### src/rtl/clkflag_pkg.sv
package clkflag_pkg;
  localparam int NUM_FLAGS = 6;
  localparam int NUM_READY = 5;

  localparam int FLG_LSI  = 0;
  localparam int FLG_LSE  = 1;
  localparam int FLG_HSI  = 2;
  localparam int FLG_HSE  = 3;
  localparam int FLG_PLL  = 4;
  localparam int FLG_FAIL = 5;

  localparam logic ADDR_FLAGS = 1'b0;
  localparam logic ADDR_CLEAR = 1'b1;

  // attribute domain that governs a flag bit
  function automatic int attr_domain(input int bit_idx);
    return (bit_idx == FLG_FAIL) ? FLG_HSE : bit_idx;
  endfunction
endpackage

### src/rtl/clkflag_access_filter.sv
module clkflag_access_filter
  import clkflag_pkg::*;
(
  input  logic [NUM_READY-1:0] sec_attr,
  input  logic                 priv_sec_ctl,
  input  logic                 priv_ns_ctl,
  input  logic                 bus_secure,
  input  logic                 bus_priv,
  output logic [NUM_FLAGS-1:0] allow
);
  for (genvar b = 0; b < NUM_FLAGS; b++) begin : g_bit
    localparam int DOM = attr_domain(b);
    logic is_sec;
    logic guarded;
    logic sec_ok;
    logic priv_ok;
    assign is_sec  = sec_attr[DOM];
    assign guarded = is_sec ? priv_sec_ctl : priv_ns_ctl;
    assign sec_ok  = !is_sec || bus_secure;
    assign priv_ok = !guarded || bus_priv;
    assign allow[b] = sec_ok && priv_ok;
  end
endmodule

### src/rtl/clkflag_cell.sv
module clkflag_cell (
  input  logic clk,
  input  logic rst_n,
  input  logic set_i,
  input  logic clr_i,
  output logic q
);
  always_ff @(posedge clk or negedge rst_n) begin
    if (!rst_n)     q <= 1'b0;
    else if (set_i) q <= 1'b1;   // set has priority over clear
    else if (clr_i) q <= 1'b0;
  end
endmodule

### src/rtl/clkflag_irq_reg.sv
module clkflag_irq_reg
  import clkflag_pkg::*;
#(
  parameter int DATA_W = 32
) (
  input  logic                 clk,
  input  logic                 rst_n,
  input  logic [NUM_READY-1:0] ready_evt,
  input  logic [NUM_READY-1:0] ready_ie,
  input  logic                 hsi_sw_on,
  input  logic                 css_fail,
  input  logic [NUM_READY-1:0] sec_attr,
  input  logic                 priv_sec_ctl,
  input  logic                 priv_ns_ctl,
  input  logic                 bus_en,
  input  logic                 bus_we,
  input  logic                 bus_addr,
  input  logic [DATA_W-1:0]    bus_wdata,
  input  logic                 bus_secure,
  input  logic                 bus_priv,
  output logic [DATA_W-1:0]    bus_rdata,
  output logic                 irq
);
  localparam int PAD_W = DATA_W - NUM_FLAGS;

  logic [NUM_FLAGS-1:0] allow;
  logic [NUM_FLAGS-1:0] set_vec;
  logic [NUM_FLAGS-1:0] clr_vec;
  logic [NUM_FLAGS-1:0] flag_q;
  logic                 clr_hit;
  logic                 rd_hit;
  logic                 unused_wdata_hi;

  assign unused_wdata_hi = ^bus_wdata[DATA_W-1:NUM_FLAGS];

  clkflag_access_filter u_filter (
    .sec_attr     (sec_attr),
    .priv_sec_ctl (priv_sec_ctl),
    .priv_ns_ctl  (priv_ns_ctl),
    .bus_secure   (bus_secure),
    .bus_priv     (bus_priv),
    .allow        (allow)
  );

  // set conditions per source
  for (genvar s = 0; s < NUM_READY; s++) begin : g_set
    if (s == FLG_HSI) begin : g_hsi
      assign set_vec[s] = ready_evt[s] && ready_ie[s] && hsi_sw_on;
    end else begin : g_rdy
      assign set_vec[s] = ready_evt[s] && ready_ie[s];
    end
  end
  assign set_vec[FLG_FAIL] = css_fail;

  assign clr_hit = bus_en && bus_we && (bus_addr == ADDR_CLEAR);
  assign rd_hit  = bus_en && !bus_we && (bus_addr == ADDR_FLAGS);
  assign clr_vec = clr_hit ? (bus_wdata[NUM_FLAGS-1:0] & allow) : '0;

  for (genvar b = 0; b < NUM_FLAGS; b++) begin : g_flag
    clkflag_cell u_cell (
      .clk   (clk),
      .rst_n (rst_n),
      .set_i (set_vec[b]),
      .clr_i (clr_vec[b]),
      .q     (flag_q[b])
    );
  end

  assign bus_rdata = rd_hit ? {{PAD_W{1'b0}}, flag_q & allow} : '0;
  assign irq       = |flag_q;
endmodule

### config.mk
export PLATFORM = sky130hd
export DESIGN_NAME = clkflag_irq_reg
export DESIGN_NICKNAME = d
export VERILOG_FILES = /design/src/rtl/clkflag_pkg.sv /design/src/rtl/clkflag_access_filter.sv /design/src/rtl/clkflag_cell.sv /design/src/rtl/clkflag_irq_reg.sv
export SDC_FILE = /design/constraint.sdc
export NUM_CORES = 1
export LEC_CHECK = 0
export BUFFER_PORTS_ARGS = -buffer_cell sky130_fd_sc_hd__clkbuf_2
export CORE_ASPECT_RATIO = 0.9
export CORE_MARGIN = 8
export CORE_UTILIZATION = 30
export CTS_CLUSTER_DIAMETER = 60
export CTS_CLUSTER_SIZE = 20
export DETAILED_ROUTE_END_ITERATION = 6
export PLACE_DENSITY = 0.89
export SYNTH_ARGS = -nofsm -noshare
export SYNTH_HDL_FRONTEND = slang
export SYNTH_SLANG_ARGS = --single-unit
### constraint.sdc
create_clock -name clk -period 0.9 [get_ports clk]
set_input_delay 0.045 -clock clk [delete_from_list [all_inputs] [get_ports clk]]
set_output_delay 0.045 -clock clk [all_outputs]
set_load 0.01 [all_outputs]
==> metrics.md <==
| Metric | Value |
|---|---|
| WP data required | 0.85 ns |
| Worst Path Arrival | 1.09 ns |
| Hold Path Class | in -> reg |
| Fin. max-slew vios | 0 |
| Distinct cell type count after synthesis | 22 |
| Fillers | 243 |
| Row Count | 16 |
| Largest register by flop count | g_flag.u_cell.q |
| DRT Pass-1 Iters | 3 |
| Core area | 0.00212 mm^2 |
| Final period demand of the worst path | 1.13 ns |
| Post-synthesis sequential area ratio | 22.9% |
| Area Overhead vs Synth | 41.8% |
| Hold Vio Cnt, Final | 0 |
| CTS Buf Count | 3 |
| Die Height | 60.4 um |
| Yosys warnings | 0 |
| Root Buffer | clkbuf_4 |
| Final worst setup slack | -0.234 ns |
| Switching share of power | 31.0% |
| RePlAce Congestion | 0.782 |
| WL per Instance | 12.0 um |
| Violated checks | setup timing |
| Layout cells sized above 1 | 43.4% |
| Vias/cell | 4.04 |
| Max FFs per register | 6 |
| Design Power | 858 uW |
| Vias in the first global route | 657 |
| Comb pwr share | 36.3% |
| IO Count | 91 |
| Final Cycle Share | 126% |
| CP Launch Type | register |
| CTS tree | built |
| Internal power | 592 uW |
| GRT Residual Overflow | 0 |
| Worst Clk Skew | 0 ns |
| Post-synthesis mux area share | 6.11% |
| NetSw | 266 uW |
| Synthesized area | 656 um^2 |
| Compound-gate portion of the synthesized area | 13.0% |
| Post-synthesis simple-gate area fraction | 24.6% |
| FF+latch area | 150 um^2 |
| Starting Density | 30.9% |
| DR iter-0 viols | 8 |
| Post-DP HPWL | 1700 um |
| WS Path Type | reg -> out |
| Unrepaired setup endpoints after global routing | true |
| First-pass GRT wire length | 2760 um |
| VDD IR-drop max | 431 uV |
| CTS sink count | 6 |
| Fmax | 882 MHz |
| Clock share of power | 27.8% |
| Avg Cell Area, Syn | 7.90 um^2 |
| H-tree levels | 1 |
| Crit end category | output pin |
| Synth top area share | 29.8% |
| CTS Buffer Depth | 2 |
| Synth area leader | buf_4 |
| Final setup vio count | 7 |
| Setup TNS Final | -0.895 ns |
| Cell Pwr Density | 923 mW/mm^2 |
| DRC | 0 |
| Synth area leaders | buf_4 (30%), dfrtp_1 (23%), mux2i_1 (6.1%) |
| XOR/XNOR Fraction of Synth Area | 0% |
| Worst-path maximum fanout | 2 |
| DP Area | 841 um^2 |
| P_leak | 0.000532 uW |
| NumNets Final | 196 |
| WL final | 1960 um |
| Initial antenna violation count | 0 |
| PortBufs | 38 |
| Floorplan die width | 65.3 um |
| Register share of total power | 35.9% |
| Cell Count, Final, Fillers Out | 163 |
| Worst-path clk slew | 0.04 ns |
| Status | finished with violations |
| Setup Slack @ Placement | -0.0571 ns |
| Via count | 658 |
| # diodes | 0 |
| Post-synthesis adder-cell area fraction | 0% |
| Largest net degree at the start of global routing | 7 |
| Gate Count Post-Synth | 83 |
| All-layer global routing usage | 9.19% |
| Placed Cells | 155 |
| Routed Antenna Nets | 0 |
| Biggest regs | g_flag.u_cell.q (6) |
| Multi-input gate area | 403 um^2 |
| Largest family of logic cells by synthesized area | buffers and inverters |
| Worst-Skew Late Latency | 0.24 ns |
| Die area | 0.00394 mm^2 |
| Design area | 930 um^2 |
| Max-cap violations | 0 |
| Synth Register Bits | 6 |
-- per-stage QoR --
| step | utilization (%) | hold WS [ns] |
|---|---|---|
| floorplan | - | -0.251 |
| global placement | 39.6 | -0.123 |
| detailed placement | 39.6 | -0.124 |
| CTS | 41.8 | 0.00472 |
| global route | 43.8 | 0.0106 |
| finish | 43.8 | 0.0128 |
-- power by group through the flow --
stage	Sequential (uW)	Clock [uW]	Combinational, uW
floorplan	308	0	218
global placement	310	0	272
detailed placement	311	0	277
CTS	307	252	288
global route	310	273	347
finish	308	239	311
-- placed cells by master (no fill, tap or decap) --
cell type      netlist  layout
buf_4               26      11
a2bb2oi_1            3       3
o22ai_1              1       1
nand2b_1             4       4
dlygate4sd3_1        0       1
inv_1                4       4
and3_1               3       3
conb_1               1      26
nor3b_2              1       1
a21oi_1              1       1
clkbuf_4             0       3
nor4_2               0       1
nand4_1              3       3
nand2_1              6       6
nor2b_1              2       2
mux2i_1              4       4
clkbuf_2             0      35
buf_6                0       2
nand3_2              0       2
o2111a_1             1       1
dfrtp_1              6       6
nand3_1              3       1
a41oi_1              2       2
o2111ai_1            1       1
a32o_1               1       1
nor2_1               8       7
nor2_2               0       1
buf_2                1       3
-- synthesized netlist by cell type --
cell type  number
buf_4          26
o22ai_1         1
conb_1          1
nand2b_1        4
a41oi_1         2
nor4_1          1
nor3b_2         1
o2111ai_1       1
a2bb2oi_1       3
mux2i_1         4
a21oi_1         1
a32o_1          1
o2111a_1        1
nand3_1         3
buf_2           1
and3_1          3
nand4_1         3
nor2_1          8
nor2b_1         2
nand2_1         6
inv_1           4
dfrtp_1         6
-- critical path, stage by stage, from the launching register on --
cell and delay [ns]:
dfrtp_1 0.38, nor4_2 0.27, nand2_1 0.07, clkbuf_2 0.13
-- cell families (layout without fill, tap and decap cells) --
| logic type | count (synthesis) | after routing |
|---|---|---|
| compound gates | 10 | 10 |
| buf+inv | 31 | 59 |
| flops | 6 | 6 |
| mux | 4 | 4 |
| other cells | 1 | 26 |
| simple gates | 31 | 31 |
-- what timing repair did --
action | in CTS | in global routing
buffers inserted | 1 | 3
endpoints found under the setup margin | 7 | 7
endpoints found under the hold margin | 6 | 0
gates resized for setup | 1 | 8
hold buffers | 1 | 0
pin swaps | 3 | 3
-- path summary, 6_finish.rpt --
check / from / end / slack (ns) / cells after the start
worst max-delay path: g_flag[1].u_cell.q$_DFFE_PN0P_ / irq / -0.23 / 3
worst min-delay path: bus_wdata[3] / g_flag[3].u_cell.q$_DFFE_PN0P_ / 0.01 / 2
worst max register to register: g_flag[1].u_cell.q$_DFFE_PN0P_ / g_flag[1].u_cell.q$_DFFE_PN0P_ / 0.07 / 4
worst min register to register: g_flag[2].u_cell.q$_DFFE_PN0P_ / g_flag[2].u_cell.q$_DFFE_PN0P_ / 0.54 / 1
max in group asynchronous: rst_n / g_flag[0].u_cell.q$_DFFE_PN0P_ / 0.59 / 2
min in group asynchronous: rst_n / g_flag[5].u_cell.q$_DFFE_PN0P_ / 0.16 / 2
-- final cells by class --
class,instances,area share [%]
sequential,6,16.2
multi-input combinational,71,43.3
clock buffer,3,2.42
tap,27,3.63
inverter,4,1.62
timing repair buffer,52,32.8
-- metal layers --
| metal | part of all wire (%) | wire length [um] | global-route usage (%) | up-vias |
|---|---|---|---|---|
| met2 | 51 | 1010 | 14.7 | 30 |
| met4 | 1.0 | 20 | 6.52 | 0 |
| met1 | 38 | 752 | 9.46 | 282 |
| li1 | - | - | - | 344 |
| met3 | 9.1 | 178 | 4.24 | 2 |
| met5 | 0 | 0 | 0 | - |
No activity file was read; power rests on OpenSTA's default activity.
